File: src/rtl/status_pkg.sv
package status_pkg;
  typedef enum logic [2:0] {
    RA_QCOND = 3'd0,
    RA_QRISE = 3'd1,
    RA_QFALL = 3'd2,
    RA_QEVT  = 3'd3,
    RA_QMASK = 3'd4,
    RA_CEVT  = 3'd5,
    RA_CMASK = 3'd6,
    RA_STB   = 3'd7
  } reg_addr_e;

  localparam int STB_W    = 8;
  localparam int STB_CSUM = 2;
  localparam int STB_QSUM = 3;
  localparam int STB_MAV  = 4;
endpackage

File: src/rtl/edge_latch.sv
module edge_latch #(
  parameter int W = 9
) (
  input  logic         clk,
  input  logic         rst,
  input  logic [W-1:0] sig,
  input  logic [W-1:0] rise_sel,
  input  logic [W-1:0] fall_sel,
  input  logic         clr,
  output logic [W-1:0] level_q,
  output logic [W-1:0] evt_q
);
  logic [W-1:0] hit;

  always_comb begin
    hit = (sig & ~level_q & rise_sel) | (~sig & level_q & fall_sel);
  end

  always_ff @(posedge clk) begin
    if (rst) begin
      level_q <= '0;
      evt_q   <= '0;
    end else begin
      level_q <= sig;
      evt_q   <= (clr ? '0 : evt_q) | hit;
    end
  end

  // without a clear, no set bit drops
  assert_sticky_R4: assert property (@(posedge clk) disable iff (rst)
    !clr |=> ((evt_q & $past(evt_q)) == $past(evt_q)));

  // after a clear only bits hit in that cycle remain
  assert_clear_R5: assert property (@(posedge clk) disable iff (rst)
    clr |=> ((evt_q & ~$past(hit)) == '0));

  // a new bit appears only from a qualifying edge
  assert_no_spurious_R2: assert property (@(posedge clk) disable iff (rst)
    1'b1 |=> ((evt_q & ~$past(evt_q) & ~$past(hit)) == '0));
endmodule

File: src/rtl/cfg_regs.sv
module cfg_regs
  import status_pkg::*;
#(
  parameter int QW = 9,
  parameter int CW = 10,
  parameter int DW = 16
) (
  input  logic          clk,
  input  logic          rst,
  input  logic          wr_en,
  input  logic [2:0]    addr,
  input  logic [DW-1:0] wdata,
  output logic [QW-1:0] q_rise,
  output logic [QW-1:0] q_fall,
  output logic [QW-1:0] q_mask,
  output logic [CW-1:0] c_mask
);
  always_ff @(posedge clk) begin
    if (rst) begin
      q_rise <= '1;
      q_fall <= '0;
      q_mask <= '0;
      c_mask <= '0;
    end else if (wr_en) begin
      case (reg_addr_e'(addr))
        RA_QRISE: q_rise <= wdata[QW-1:0];
        RA_QFALL: q_fall <= wdata[QW-1:0];
        RA_QMASK: q_mask <= wdata[QW-1:0];
        RA_CMASK: c_mask <= wdata[CW-1:0];
        default: ;
      endcase
    end
  end

  // reset leaves rising-only filtering and closed masks
  assert_reset_vals_R10: assert property (@(posedge clk)
    rst |=> (q_rise == '1 && q_fall == '0 && q_mask == '0 && c_mask == '0));
endmodule

File: src/rtl/status_readback.sv
module status_readback
  import status_pkg::*;
#(
  parameter int QW = 9,
  parameter int CW = 10,
  parameter int DW = 16
) (
  input  logic             clk,
  input  logic             rst,
  input  logic             rd_en,
  input  logic [2:0]       addr,
  input  logic [QW-1:0]    q_level,
  input  logic [QW-1:0]    q_rise,
  input  logic [QW-1:0]    q_fall,
  input  logic [QW-1:0]    q_evt,
  input  logic [QW-1:0]    q_mask,
  input  logic [CW-1:0]    c_evt,
  input  logic [CW-1:0]    c_mask,
  input  logic             mav_in,
  output logic [DW-1:0]    rdata,
  output logic [STB_W-1:0] stb
);
  logic [DW-1:0]    rd_d;
  logic [STB_W-1:0] stb_d;

  always_comb begin
    stb_d           = '0;
    stb_d[STB_CSUM] = |(c_evt & c_mask);
    stb_d[STB_QSUM] = |(q_evt & q_mask);
    stb_d[STB_MAV]  = mav_in;
  end

  always_comb begin
    rd_d = '0;
    case (reg_addr_e'(addr))
      RA_QCOND: rd_d[QW-1:0]    = q_level;
      RA_QRISE: rd_d[QW-1:0]    = q_rise;
      RA_QFALL: rd_d[QW-1:0]    = q_fall;
      RA_QEVT:  rd_d[QW-1:0]    = q_evt;
      RA_QMASK: rd_d[QW-1:0]    = q_mask;
      RA_CEVT:  rd_d[CW-1:0]    = c_evt;
      RA_CMASK: rd_d[CW-1:0]    = c_mask;
      RA_STB:   rd_d[STB_W-1:0] = stb;
      default:  rd_d            = '0;
    endcase
  end

  always_ff @(posedge clk) begin
    if (rst) begin
      rdata <= '0;
      stb   <= '0;
    end else begin
      stb <= stb_d;
      if (rd_en) rdata <= rd_d;
    end
  end

  // message-available copied one clock later
  assert_mav_set_R9: assert property (@(posedge clk) disable iff (rst)
    mav_in |=> stb[STB_MAV]);
  assert_mav_clr_R9: assert property (@(posedge clk) disable iff (rst)
    !mav_in |=> !stb[STB_MAV]);
  // read data holds between reads
  assert_rdata_hold_R11: assert property (@(posedge clk) disable iff (rst)
    !rd_en |=> $stable(rdata));
endmodule

File: src/rtl/status_hier.sv
module status_hier
  import status_pkg::*;
#(
  parameter int QW = 9,
  parameter int NCH = 10,
  parameter int DW = 16
) (
  input  logic             clk,
  input  logic             rst,
  input  logic [QW-1:0]    cond_in,
  input  logic [NCH-1:0]   chan_flag,
  input  logic             mav_in,
  input  logic             wr_en,
  input  logic             rd_en,
  input  logic [2:0]       addr,
  input  logic [DW-1:0]    wdata,
  output logic [DW-1:0]    rdata,
  output logic [STB_W-1:0] status_byte
);
  localparam logic [NCH-1:0] CH_RISE_ONLY = '1;
  localparam logic [NCH-1:0] CH_NO_FALL   = '0;

  logic [QW-1:0]  q_rise, q_fall, q_mask, q_level, q_evt;
  logic [NCH-1:0] c_mask, c_level, c_evt;
  logic           q_clr, c_clr;

  assign q_clr = rd_en && (reg_addr_e'(addr) == RA_QEVT);
  assign c_clr = rd_en && (reg_addr_e'(addr) == RA_CEVT);

  cfg_regs #(.QW(QW), .CW(NCH), .DW(DW)) u_cfg (
    .clk(clk), .rst(rst), .wr_en(wr_en), .addr(addr), .wdata(wdata),
    .q_rise(q_rise), .q_fall(q_fall), .q_mask(q_mask), .c_mask(c_mask)
  );

  edge_latch #(.W(QW)) u_ques (
    .clk(clk), .rst(rst), .sig(cond_in), .rise_sel(q_rise),
    .fall_sel(q_fall), .clr(q_clr), .level_q(q_level), .evt_q(q_evt)
  );

  edge_latch #(.W(NCH)) u_chan (
    .clk(clk), .rst(rst), .sig(chan_flag), .rise_sel(CH_RISE_ONLY),
    .fall_sel(CH_NO_FALL), .clr(c_clr), .level_q(c_level), .evt_q(c_evt)
  );

  status_readback #(.QW(QW), .CW(NCH), .DW(DW)) u_rb (
    .clk(clk), .rst(rst), .rd_en(rd_en), .addr(addr),
    .q_level(q_level), .q_rise(q_rise), .q_fall(q_fall), .q_evt(q_evt),
    .q_mask(q_mask), .c_evt(c_evt), .c_mask(c_mask), .mav_in(mav_in),
    .rdata(rdata), .stb(status_byte)
  );

  // unused status byte positions stay zero
  assert_stb_unused_R10: assert property (@(posedge clk) disable iff (rst)
    1'b1 |=> (status_byte[1:0] == 2'b00 && status_byte[7:5] == 3'b000));
  // the condition register tracks the inputs one clock late
  assert_cond_sample_R1: assert property (@(posedge clk) disable iff (rst)
    1'b1 |=> (q_level == $past(cond_in)));
endmodule

File: config.mk
export PLATFORM = sky130hd
export DESIGN_NAME = status_hier
export DESIGN_NICKNAME = d
export VERILOG_FILES = /design/src/rtl/status_pkg.sv /design/src/rtl/edge_latch.sv /design/src/rtl/cfg_regs.sv /design/src/rtl/status_readback.sv /design/src/rtl/status_hier.sv
export SDC_FILE = /design/constraint.sdc
export NUM_CORES = 1
export LEC_CHECK = 0
export BUFFER_PORTS_ARGS = -buffer_cell sky130_fd_sc_hd__clkbuf_2
export CAP_MARGIN = 15
export CORE_AREA = 2 2 101 103
export DETAILED_ROUTE_END_ITERATION = 8
export DIE_AREA = 0 0 103 105
export PLACE_DENSITY = 0.75
export SETUP_SLACK_MARGIN = 0.5
export SLEW_MARGIN = 20
export SYNTH_ARGS = -nofsm -noshare
export SYNTH_HDL_FRONTEND = slang
export SYNTH_HIERARCHICAL = 1
export SYNTH_SLANG_ARGS = --single-unit
File: constraint.sdc
create_clock -name clk -period 1.33 [get_ports clk]
set_clock_uncertainty 0.15 [all_clocks]
set_input_delay 0.0665 -clock clk [delete_from_list [all_inputs] [get_ports clk]]
set_output_delay 0.0665 -clock clk [all_outputs]
set_load 0.01 [all_outputs]
## Word-level counts from Yosys, hierarchy flattened

Cells that the tools add are included.

- Register bits: 93
- Bits of input ports: 43
- Output and inout bits: 24
- Word-level logic and storage cells: 45

- Equal/unequal tests: 7
- Muxes and demuxes: 5
- Bitwise logic cells: 13
- Reductions and logical operators: 9

Operator list:

| kind | number |
|---|---|
| case mux 8 bit (8 select lines) | 1 |
| bitwise AND 9 bit | 5 |
| bitwise AND 10 bit | 2 |
| inverter 9 bit | 2 |
| OR 9 bit | 2 |
| == test 3 bit, second input constant | 4 |
| two-way mux 10 bit | 1 |
| inverter 10 bit | 1 |
| OR 10 bit | 1 |
| OR reduction 10 bit | 1 |
| two-way mux 9 bit | 1 |
| OR reduction 9 bit | 1 |
| AND reduction 2 bit | 4 |
| case mux 1 bit (7 select lines) | 1 |
| == test 3 x 2 -> 1 bit, second input constant | 2 |
| == test 3 x 1 -> 1 bit, second input constant | 1 |
| logical NOT 3 bit | 1 |
| logical AND 1 bit | 2 |
| case mux 1 bit (2 select lines) | 1 |

## Longest topological paths before layout

Gate-level depths: netlist (run 1).

- Depth in word-level cells: 5
- Depth in mapped cells: 6
- Gate-level depth less buffers: 4

## Cells and area by module

The synthesis (run 1) kept the hierarchy.

Modules (own cells, without submodules):

| module | times used | cells each | area each (µm²) | seq. area each (µm²) |
|---|---|---|---|---|
| cfg_regs | 1 | 145 | 1535.2 | 740.7 |
| status_readback | 1 | 150 | 1273.7 | 260.2 |
| edge_latch at u_chan | 1 | 72 | 748.2 | 400.4 |
| edge_latch at u_ques | 1 | 64 | 685.7 | 360.3 |
| status_hier | 1 | 4 | 27.5 | 0.0 |

## Worst setup path before layout (run 1)

Ideal clock, no wire load.

- Path type: input to register
- Start: input addr[0]
- End: register u_rb.rdata[8]
- Library setup time: 0.130 ns
- Arrival time: 1.009 ns
- Required time: 1.050 ns
- Setup slack: 0.041 ns
- Cell stages on the path: 6
- Buffers on the path: 2
- Path through: buf_6 > nor2b_4 > buf_6 > a22o_1 > a221oi_2 > o41ai_2

- Word-level cells in the longest chain between the ends: 2
- Elaborated cells between the ends (all ways): 8
- Classes of those cells: eq/ne (6); mux (1); reduce/logical (1)

Ends and longest elaborated chain:

| element | line | text |
|---|---|---|
| start, declared | status_hier.sv:15 | `input logic [2:0] addr,` |
| == test 3 bit (tied with other cells) | status_readback.sv:35 | `case (reg_addr_e'(addr))` |
| case mux 1 bit (7 select lines) * | status_readback.sv:35 |  |
| end signal, assigned | status_readback.sv:54 | `if (rd_en) rdata <= rd_d;` |
| end, declared | status_readback.sv:20 | `output logic [DW-1:0] rdata,` |

Mark *: on every way between the ends. The rest lies on a longest branch, timed or not.
A chain may end at the register's enable or synchronous reset.

## Worst setup path in the final report (run 1)

- Start: register u_cfg.q_rise[0]
- End: register u_rb.rdata[0]

- Word-level cells in the longest chain between the ends: 1

Ends and longest elaborated chain:

| element | line | text |
|---|---|---|
| start, declared | cfg_regs.sv:13 | `output logic [QW-1:0] q_rise,` |
| start signal, assigned | cfg_regs.sv:26 | `RA_QRISE: q_rise <= wdata[QW-1:0];` |
| case mux 8 bit (8 select lines) | status_readback.sv:35 |  |

Every way passes these cells.

==> run summary, run 1 <==
Excluding fillers, the count of instances in the completed layout stands at 707. The final-layout fill cell count is 774. For this design the ratio of total power to cell area is 909 mW/mm2. The congestion estimate from routability-driven global placement came to 0.941.

The horizontal extent of the die came out at 103 um. The part of the power in registers is 0.529. From bottom edge to top edge, the die measures 105 um.

After detailed placement, the total cell area comes to 0.00492 mm2. The total count of hold-check failures in the final report is 4. The synthesized netlist occupies a cell area of 0.00427 mm2. The floorplan has 36 rows. For this block, the initial DRC count from the detailed router was 267. The number of enable flip-flop cells after synthesis came out at 0. The share of total power dissipated in combinational logic is 0.178. The endpoint type of the worst setup path is a flip-flop. The number of storage elements in the synthesis netlist came out at 88. The internal power of the cells totals 3.95 mW. In this run the number of H-tree levels came out at 3. The total number of clock tree sinks is 88.

The count of final max-slew check failures is 0. The count of cells along the worst hold path is 3. The checks that failed: hold timing, setup timing.

The via count normalized by instance count is 5.40. The clock insertion delay at the later pin of the skew report is 370 ps. The count of synthesis-stage warnings from yosys came out at 6. The detailed-routing iteration count for the pre-antenna-repair pass came out at 5.

The multi-input gate area in the final layout is 0.00257 mm2. The power share of the clock group is 0.293. The routed design could run at a clock period as short as 1370 ps.

Setup slack on the worst reg-to-reg path comes out at -40 ps. The detailed-route via count came out at 3,816. The switching share of total power is 0.275. The repair_antennas step left the layout with diodes totalling 0. The post-route antenna net violation count came out at 0. The most instantiated flip-flop cell in the synthesis netlist is sky130_fd_sc_hd__dfxtp_1. Across every metal layer, demand over resource in global routing totals 0.220. The min-delay analysis places its worst path in the category input port to flip-flop.

The worst reg-to-reg path cell count came out at 4. The maximum number of pins on one net before global-route repair came out at 34. Once placement completed, the tool counted placed cells totaling 647.

The maximum fanout count along the critical path came out at 2. TritonCTS built the clock tree. Setup repair after global routing could not meet its margin everywhere. The worst setup path is of the flip-flop to flip-flop kind. The fraction of the cycle the final worst path needs came out at 1.03. The number of buffers on the longest clock path came out at 2. The count of unresolved DRC violations after routing is 0.

Measured on the finished design, the core utilization comes to 0.621. Of all flip-flops after synthesis, the portion carrying an async set or reset was 0. The initial core utilization is 0.443. The endpoint arrival time on the critical path is 1480 ps. The synthesized netlist cell count is 435.

Setup violations remaining at the end of the flow were counted as 2. The mean cell area of the mapped netlist is 9.82 um2. The first-pass GRT wire length is 18.3 mm. Summed over all layers, the global routing overflow is 0. The setup slack after layout is -42.2 ps.

The floorplan step defined a core boundary enclosing 0.00964 mm2. The sum of routed wire length over all layers came out at 12.4 mm. The number of buffers inserted by port buffering is 49. The run finished, with violations left. For this run, the register share of the synthesized area comes to 0.413. The number of global-route vias before repair was 3,611. The endpoint required time on the critical path is 1440 ps.

Relative to the synthesized area, the layout overhead comes to 40.3%. The proportion of layout cells with a drive suffix above 1 came out at 0.394. The tool flagged a number of max-cap violations equal to 0. VDD sags by at most 0.744 mV. Clock-pin slew was measured on the worst setup and hold paths at 80 ps.

Across all hold checks on the routed design, the worst slack comes to -105 ps. The final non-filler cell area is 0.00599 mm2. The half-perimeter wire length of the detailed placement result came out at 7.66 mm. The count of cell types in the netlist came out at 44.

The kind of start point of the critical path is a flip-flop. TritonCTS created 9 clock buffers. The area of the die came out at 0.0108 mm2. The number of antenna violations at the first check in global routing is 0. The tree is rooted in a sky130_fd_sc_hd__clkbuf_8. The mean routed wirelength per cell is 17.6 um. The switching component of the power is 1.50 mW. The count of nets after finishing is 613. The highest attainable clock frequency is 0.729 GHz.

Across the whole layout, storage elements account for 0.00184 mm2. The count of boundary I/O pins is 67. In this run the static leakage power is 2.52 nW.
## per-stage QoR
step | TNS, ps | worst slack [ps] | hold slack [ps] | total power [mW]
floorplan | 0 | 72.3 | -14.1 | 3.37
global placement | -758 | -123 | 134 | 3.60
detailed placement | -1300 | -148 | 156 | 3.62
CTS | -18.3 | -18.3 | -76.8 | 5.36
global route | -103 | -73.6 | -83.7 | 5.65
finish | -42.7 | -42.2 | -105 | 5.44
## sequential cells by signal (all words and copies together), names as in the netlist
register and cells:
u_cfg/q_rise 9, u_rb/rdata 10, u_rb/stb 3, u_ques/evt_q 9, u_cfg/q_fall 9, u_cfg/q_mask 9
u_chan/level_q 10, u_chan/evt_q 10, u_ques/level_q 9, u_cfg/c_mask 10
## cells in the mapped netlist, drive strengths merged, types with 2 or more instances
cell type	instances	area, um2
a2111oi	3	40.0
a21oi	3	15.0
a221oi	7	80.1
a222oi	2	20.0
a22o	18	158
a22oi	5	37.5
a31oi	24	150
a32oi	3	26.3
and2b	8	60.1
and4b	3	30.0
and4bb	2	25.0
buf	29	226
clkbuf	5	18.8
conb	3	11.3
dfxtp	88	1760
inv	6	25.0
mux2	4	45.0
mux2i	43	430
nand2	4	15.0
nand2b	65	407
nand3	2	15.0
nand3b	39	293
nor2	34	128
nor2b	14	97.6
nor3	3	15.0
o21ai	5	25.0
o22ai	3	18.8
o41ai	2	32.5
## per-layer routing
metal	wire, um	GRT usage
met1	5210	0.276
met2	5780	0.351
met3	957	0.0615
met4	463	0.0902
met5	0	0
## critical path: stages, from the launching register on
cell and delay, ps:
sky130_fd_sc_hd__dfxtp_1 330, sky130_fd_sc_hd__or2b_1 230, sky130_fd_sc_hd__a22o_1 210, sky130_fd_sc_hd__a221oi_2 270, sky130_fd_sc_hd__a2111oi_2 60
## kinds of logic (layout without fill, tap and decap cells)
family	count (synthesis)	in the layout	share of synthesized area
and+or+nand+nor	178	178	0.262
other	3	31	0.00264
buffers and inverters	41	152	0.0642
DFF	88	88	0.413
muxes	47	47	0.111
AOI/OAI and AO/OA	78	78	0.147
## area by class of cell
cell class,count,area share
clock buffers,10,0.0213
clock inverters,5,0.00418
well taps,133,0.0278
multi-input cells,334,0.429
flip-flops and latches,88,0.307
inverters,7,0.00480
repair buffers,130,0.206
## layout by cell type (no fill, tap or decap), types with 3 or more instances in the layout
| master | n |
|---|---|
| sky130_fd_sc_hd__nor2_2 | 3 |
| sky130_fd_sc_hd__clkinv_2 | 5 |
| sky130_fd_sc_hd__nor2b_1 | 12 |
| sky130_fd_sc_hd__a22o_1 | 18 |
| sky130_fd_sc_hd__buf_4 | 25 |
| sky130_fd_sc_hd__buf_6 | 28 |
| sky130_fd_sc_hd__o21ai_0 | 4 |
| sky130_fd_sc_hd__clkbuf_8 | 9 |
| sky130_fd_sc_hd__nor3_1 | 3 |
| sky130_fd_sc_hd__clkbuf_2 | 33 |
| sky130_fd_sc_hd__mux2i_1 | 43 |
| sky130_fd_sc_hd__a2111oi_2 | 3 |
| sky130_fd_sc_hd__nand3b_1 | 39 |
| sky130_fd_sc_hd__nor2_1 | 31 |
| sky130_fd_sc_hd__nand2b_1 | 46 |
| sky130_fd_sc_hd__and2b_1 | 8 |
| sky130_fd_sc_hd__a22oi_2 | 3 |
| sky130_fd_sc_hd__buf_12 | 7 |
| sky130_fd_sc_hd__a221oi_2 | 7 |
| sky130_fd_sc_hd__a32oi_1 | 3 |
| sky130_fd_sc_hd__conb_1 | 31 |
| sky130_fd_sc_hd__mux2_2 | 4 |
| sky130_fd_sc_hd__inv_1 | 5 |
| sky130_fd_sc_hd__a31oi_1 | 24 |
| sky130_fd_sc_hd__dlygate4sd3_1 | 29 |
| sky130_fd_sc_hd__dfxtp_2 | 56 |
| sky130_fd_sc_hd__dfxtp_1 | 30 |
| sky130_fd_sc_hd__nand2b_4 | 19 |
| sky130_fd_sc_hd__nand2_1 | 4 |
## power groups by stage
stage                     Sequential [mW]  Clock (mW)  Combinational [mW]
final                                2.88        1.60               0.968
after global routing                 2.89        1.72                1.04
after CTS                            2.86        1.64               0.857
after detailed placement             2.91           0               0.708
after global placement               2.91           0               0.690
after floorplan                      2.89           0               0.480
## path summary, 6_finish.rpt
path | from | end
setup reg to reg | u_cfg/q_rise[0]$_SDFFE_PP1P_ | u_rb/rdata[0]$_SDFFE_PP0P_
hold / removal | cond_in[1] | u_ques/level_q[1]$_SDFF_PP0_
hold reg to reg | u_rb/rdata[8]$_SDFFE_PP0P_ | u_rb/rdata[8]$_SDFFE_PP0P_
setup / recovery | u_cfg/q_rise[0]$_SDFFE_PP1P_ | u_rb/rdata[0]$_SDFFE_PP0P_
## repair_timing
item | 4_1_cts | 5_1_grt
endpoints found under the setup margin | 69 | 81
hold buffers | 30 | 4
gates resized for setup | 72 | 79
setup buffers | 8 | 4
cloned | 2 | 1
pin swaps | 21 | 26
hold endpoints to repair | 78 | 12
(Power assumes the default switching activity.)
==> run 2, diff against run 1 <==
ABC_AREA = 1   (was unset)
CORE_AREA = 2 2 104 106   (was 2 2 101 103)
DIE_AREA = 0 0 106 108   (was 0 0 103 105)
==> run summary, run 2 <==
The run finished, with violations left. The final reports fail on hold timing. The routability-driven placement congestion ratio is 0.936. The total count of hold-check failures in the final report is 46. The kind of start point of the critical path is a flip-flop. For the worst-skew pair, the clock arrives at the later sink with an insertion delay of 380 ps. The highest attainable clock frequency came out at 0.853 GHz. The fraction of the mapped netlist area in compound gates came out at 0.0421.

Ranked by instance count, the synthesized netlist is headed by sky130_fd_sc_hd__nand2_1, sky130_fd_sc_hd__dfxtp_1, sky130_fd_sc_hd__nor2_1. The count of nets after finishing is 850. The final non-filler cell area is 0.00687 mm2. The worst setup path is captured at a flip-flop. Of the total synthesized cell area, the portion taken by AND, OR, NAND and NOR gates is 0.449. The maximum fanout count along the critical path is 3.

The most common library cell in the layout ignoring fill and taps is sky130_fd_sc_hd__nand2_1. The leading cell type by number of instances after synthesis is sky130_fd_sc_hd__nand2_1. The cell chosen for the clock root is sky130_fd_sc_hd__clkbuf_8. The count of cell types in the netlist came out at 25. The minimum clock period came out at 1170 ps. The tightest min-delay check is of the input port to flip-flop type.

The detailed-route via count came out at 5,250. Data on the critical path is required at its endpoint by 1450 ps. The number of placement rows is 37. The arithmetic-cell share of the synthesized area counting full adders, half adders and majority gates is 0. The number of global-route vias before repair is 4,878. The total power density per cell area is 935 mW/mm2. The number of standard cells in the final layout excluding fillers came out at 947. In this run the tool buffered the top-level ports with 49 buffer cells.

The via count normalized by instance count came out at 5.54. The number of antenna violations at the first check in global routing came out at 0. The final setup violation count came out at 0.

After detailed routing, the average wire length per cell comes to 18.3 um. The fraction of post-synthesis cell area in the top cell type by area is 0.388. The first-pass GRT wire length is 24.5 mm.

The count of synthesis-stage warnings from yosys is 6. The met1 track demand over resource came out at 0.349. The TritonCTS buffer count is 9. The area of the die came out at 0.0114 mm2. The initial utilization of the core area, before any placement, comes to 0.444.

The count of final max-slew check failures is 0. Across every metal layer, demand over resource in global routing totals 0.278. The antenna diode count is 0. For this design the static power due to leakage is 3.23 nW. The multiplexer area fraction after synthesis came out at 0.

67 I/O pins were placed. Synthesis inferred 88 register bits. The number of buffers on the longest clock path is 2.

The maximum number of pins on one net before global-route repair came out at 38. The mapped cell area came out at 0.00454 mm2. The fraction of the cycle the final worst path needs came out at 0.882.

The count of unresolved DRC violations after routing came out at 0. Counting flops with an async set or reset pin after synthesis yields a share of 0. The number of max-cap violations came out at 0. Measured along the x axis, the die boundary spans 106 um. The sequential cell area fraction in the yosys report is 0.388.

CTS saw 88 sinks. In this run the most used layer during global routing was met2. The post-route antenna net violation count is 0.

By area the synthesized netlist is led by sky130_fd_sc_hd__dfxtp_1, sky130_fd_sc_hd__nand2_1, sky130_fd_sc_hd__nand3_1, sky130_fd_sc_hd__nor2_1, sky130_fd_sc_hd__inv_1. The synthesized netlist cell count is 664. The endpoint arrival time on the critical path came out at 1300 ps. The critical path start-end classification is flip-flop to flip-flop. The met2 global-route usage is 0.458. After routing, the total negative slack on setup checks comes to 0 ps. The number of enable flip-flop cells after synthesis is 0. The clock transition at the registers of the reported paths came out at 90 ps. For this run, the leading register cell type out of synthesis is sky130_fd_sc_hd__dfxtp_1. The final hold slack came out at -219 ps.

The deepest level of the CTS H-tree is 3. The height of the chip is 108 um. Each instance of the synthesized netlist takes up on average 6.84 um2.

Setup repair after global routing could not meet its margin everywhere. The area inside the core boundary is 0.0102 mm2. The half-perimeter wire length of the detailed placement result came out at 9.93 mm. The number of placed instances, taps included, is 885. The violation count after the first detailed-route iteration is 543. The sum of routed wire length over all layers is 17.4 mm. Leaving out fill and tap cells, the most frequent cells in the layout are sky130_fd_sc_hd__nand2_1, sky130_fd_sc_hd__nor2_1, sky130_fd_sc_hd__dfxtp_2. The first detailed-routing pass took 6 iterations. The placement-stage cell area is 0.00531 mm2. Compared with the post-synthesis result, the final layout area differs by 51.1%. The leftover overflow at the end of global routing is 0. The worst-case IR drop observed on VDD is 0.515 mV. TritonCTS built the clock tree. The total power draw is 6.42 mW. By area, the combinational part of the netlist is dominated by simple AND/OR/NAND/NOR gates. The proportion of layout cells with a drive suffix above 1 came out at 0.432. The xor and xnor area share after synthesis is 0.

sky130_fd_sc_hd__dfxtp_1 takes more of the synthesized area than any other cell. The met3 track demand over resource came out at 0.0627.
==> run 2: changes by cell type after synthesis, sizes merged, moves of 33 or more <==
cell / previous run / this run
inv: 6 / 71
mux2i: 43 / 0
nand2: 4 / 184
nand2b: 65 / 0
nand3: 2 / 81
nand4: 0 / 33
nor2: 34 / 112
==> run 2: cells by family (layout without fill, tap and decap cells) <==
kind of cell / Yosys count / in the layout
AO/OA/AOI/OAI: 33 / 33
buffers and inverters: 110 / 227
flip-flops: 88 / 88
other: 3 / 31
AND/OR/NAND/NOR: 430 / 432
==> run 2: power by group <==
part	internal, mW	total (mW)	switching [mW]
Sequential	2.80	2.95	0.144
Clock	1.10	2.11	1.01
Combinational	0.609	1.37	0.759
Total	4.51	6.42	1.91
==> run 2: critical path: stages (launching register included) <==
cell	delay, ps
sky130_fd_sc_hd__dfxtp_2	360
sky130_fd_sc_hd__nand4_1	110
sky130_fd_sc_hd__nand2_1	70
sky130_fd_sc_hd__nor2_2	170
sky130_fd_sc_hd__nand2_1	90
sky130_fd_sc_hd__nand2_2	80
sky130_fd_sc_hd__a21oi_2	50
==> run 2: metrics by stage <==
| stage | setup WS (ps) | util | hold WS [ps] |
|---|---|---|---|
| floorplan | 316 | - | 23.5 |
| global placement | -39.1 | 0.519 | 118 |
| detailed placement | -73.1 | 0.519 | 120 |
| CTS | 199 | 0.623 | -227 |
| global route | 100 | 0.671 | -201 |
| finish | 157 | 0.671 | -219 |
==> run 2: area by class of cell <==
cell class | instances | area (um2)
inverter | 74 | 327
multi-input combinational | 496 | 2850
timing repair buffer | 136 | 1450
tap | 136 | 170
clock inverter | 5 | 78.8
clock buffer | 10 | 138
sequential | 88 | 1840
timing repair inverter | 2 | 15.0
fill | 779 | 3360
==> run 2: repair_timing <==
item                                    CTS  global route
resized for setup                       133           122
setup buffers                            17             8
hold buffers                             13             4
endpoints found under the hold margin    75            60
pin swaps                                42            54
endpoints found under the setup margin   81            81
gates cloned                              9             4
==> run 2: path summary, 6_finish.rpt <==
check | from | to | slack, ps | cells past startpoint
worst max-delay path | u_cfg/q_fall[5]$_SDFFE_PP0P_ | u_rb/rdata[5]$_SDFFE_PP0P_ | 160 | 6
worst min-delay path | chan_flag[1] | u_chan/level_q[1]$_SDFF_PP0_ | -220 | 3
worst max register to register | u_cfg/q_fall[5]$_SDFFE_PP0P_ | u_rb/rdata[5]$_SDFFE_PP0P_ | 160 | 6
worst min register to register | u_rb/rdata[8]$_SDFFE_PP0P_ | u_rb/rdata[8]$_SDFFE_PP0P_ | 340 | 2
==> run 2: per-layer routing <==
layer	wire length, um	part of all wire
met1	6610	0.38
met2	8100	0.47
met4	1040	0.060
met5	0	0
met3	1600	0.092
==> run 3, diff against run 2 <==
CELL_PAD_IN_SITES_DETAIL_PLACEMENT = 0   (was unset)
CELL_PAD_IN_SITES_GLOBAL_PLACEMENT = 1   (was unset)
CORE_AREA = 2 2 114 116   (was 2 2 104 106)
DIE_AREA = 0 0 116 118   (was 0 0 106 108)
PLACE_DENSITY = 0.84   (was 0.75)
==> run summary, run 3 (synthesis gave the netlist of run 2 again) <==
The count of cells along the worst hold path is 3. The total count of hold-check failures in the final report came out at 68. The horizontal extent of the die is 116 um. The count of nets after finishing is 833. The final-layout fill cell count is 1,182.

The maximum fanout count along the critical path came out at 3. The number of max-cap violations is 0. The leakage component of the power is 3.13 nW.

The checks that failed: hold timing. The worst reg-to-reg path cell count came out at 6. The violation count after the first detailed-route iteration came out at 306.

The fraction of the cycle the final worst path needs came out at 0.835. The half-perimeter wire length of the detailed placement result is 10.0 mm. The part of the power in registers is 0.428. The number of antenna violations at the first check in global routing came out at 0.

Internal power comes to 5.02 mW. The leftover overflow at the end of global routing came out at 0. Counting along the longest clock path gives a buffer depth of 2. The mean routed wirelength per cell came out at 15.1 um. The count of final max-slew check failures is 0.

In this run the power spent charging and discharging nets is 1.85 mW. The number of standard cells in the final layout excluding fillers came out at 967. The height of the chip is 118 um. Data on the critical path is required at its endpoint by 1460 ps. The repair_antennas step left the layout with diodes totalling 0. The share of total power dissipated in combinational logic is 0.172. The number of buffers inserted by port buffering came out at 49. The routability-driven placement congestion ratio is 0.946. The worst setup path is launched from a flip-flop. The total power density per cell area came out at 1040 mW/mm2. The total number of clock tree sinks is 88. Including well taps, the total number of placed cells is 914. The largest vdd supply drop is 0.523 mV. The deepest level of the CTS H-tree came out at 3. Across all hold checks on the routed design, the worst slack comes to -184 ps. The area inside the core boundary came out at 0.0124 mm2. In this run the clock root is driven by a sky130_fd_sc_hd__clkbuf_16. The area growth from synthesis to final layout came out at 44.7%. The worst min-delay path category is input port to flip-flop. The first-pass GRT wire length is 23.4 mm. The post-route antenna net violation count is 0. The endpoint type of the worst setup path is a flip-flop. Timing would allow up to 0.900 GHz. In the final layout, the share of cells above drive strength 1 is 0.385. The area of the die is 0.0137 mm2. The final setup violation count is 0.

The clock transition at the registers of the reported paths came out at 60 ps. Across every metal layer, demand over resource in global routing totals 0.221. The minimum clock period came out at 1110 ps. The detailed-route via count came out at 4,706.

Setup repair after global routing could not meet its margin everywhere. The flow ran to the end, but the final reports show violations. The top cell types in the final layout, fill and taps aside, are sky130_fd_sc_hd__nand2_1, sky130_fd_sc_hd__nor2_1, sky130_fd_sc_hd__dfxtp_2. 67 I/O pins were placed. In this run the core area contains 41 standard-cell rows.

The number of global-route vias before repair is 4,519. The TritonCTS clock tree is yes. Clock tree synthesis inserted a total of 9 buffers. The maximum number of pins on one net before global-route repair came out at 38. The library cell used most frequently in the layout, excluding fill and tap cells, is sky130_fd_sc_hd__nand2_1. The clock insertion delay at the later pin of the skew report came out at 350 ps.

The setup path with the least slack is of type flip-flop to flip-flop. For this run, the detailed router's first-pass iteration total came to 5. The initial core utilization is 0.366. The endpoint arrival time on the critical path is 1240 ps. The share of total power dissipated in the clock network is 0.400. After detailed routing, the number of remaining DRC violations is 0. Wires add up to 14.6 mm. Using the TritonRoute via totals, the vias-per-cell ratio works out to 4.87. Of the total power, the share spent switching nets is 0.269.
-- run 3: area by class of cell --
class / instances / area, um2 / share of cell area
multi-input cells: 496 / 2710 / 0.412
flip-flops and latches: 88 / 1840 / 0.280
repair buffers: 118 / 1140 / 0.174
inverters: 74 / 323 / 0.0491
clock buffers: 11 / 243 / 0.0369
well taps: 172 / 215 / 0.0327
clock inverters: 5 / 78.8 / 0.0120
repair inverters: 3 / 17.5 / 0.00266
-- run 3: path summary, 6_finish.rpt --
kind | from | end | slack [ps]
worst min-delay path | chan_flag[5] | u_chan/level_q[5]$_SDFF_PP0_ | -180
worst max-delay path | u_chan/evt_q[7]$_SDFF_PP0_ | u_rb/rdata[7]$_SDFFE_PP0P_ | 220
worst min register to register | u_rb/rdata[1]$_SDFFE_PP0P_ | u_rb/rdata[1]$_SDFFE_PP0P_ | 320
worst max register to register | u_chan/evt_q[7]$_SDFF_PP0_ | u_rb/rdata[7]$_SDFFE_PP0P_ | 220
-- run 3: critical path, cell delays in order (launching register included) --
cell and delay (ps):
sky130_fd_sc_hd__dfxtp_2 350, sky130_fd_sc_hd__nand4_1 150, sky130_fd_sc_hd__nand2_1 110, sky130_fd_sc_hd__nor2_1 40, sky130_fd_sc_hd__nand2_1 70, sky130_fd_sc_hd__nand2_1 60, sky130_fd_sc_hd__a21oi_1 110
-- run 3: through the flow --
step | utilization | instance area (um2) | power [mW] | setup WS, ps | setup TNS (ps)
2_1_floorplan | - | 4780 | 3.56 | 316 | 0
3_3_place_gp | 0.426 | 5290 | 3.85 | -73.6 | -628
3_5_place_dp | 0.426 | 5290 | 3.87 | -86.6 | -1360
4_1_cts | 0.515 | 6390 | 6.81 | 206 | 0
5_1_grt | 0.530 | 6580 | 7.14 | 158 | 0
6_report | 0.530 | 6580 | 6.87 | 219 | 0
-- run 3: power groups by stage --
stage                     registers [mW]  clock network (mW)  logic (mW)
after detailed placement            2.97                   0       0.896
after global placement              2.97                   0       0.878
after CTS                           2.93                2.79        1.10
after global routing                2.96                2.89        1.29
final                               2.94                2.75        1.18
after floorplan                     2.93                   0       0.632
-- run 3: metal layers --
layer	vias up	global-route usage	part of all wire
li1	2345	-	-
met1	2175	0.300	0.45
met2	163	0.344	0.46
met3	23	0.0381	0.064
met4	0	0.0923	0.024
met5	-	0	0
-- run 3: timing repair --
item / CTS / global route
gates cloned: 8 / 1
endpoints found under the hold margin: 70 / 55
setup buffers: 19 / 4
endpoints found under the setup margin: 81 / 81
gates resized for setup: 133 / 79
hold buffers: 13 / 3
pin swaps: 29 / 26
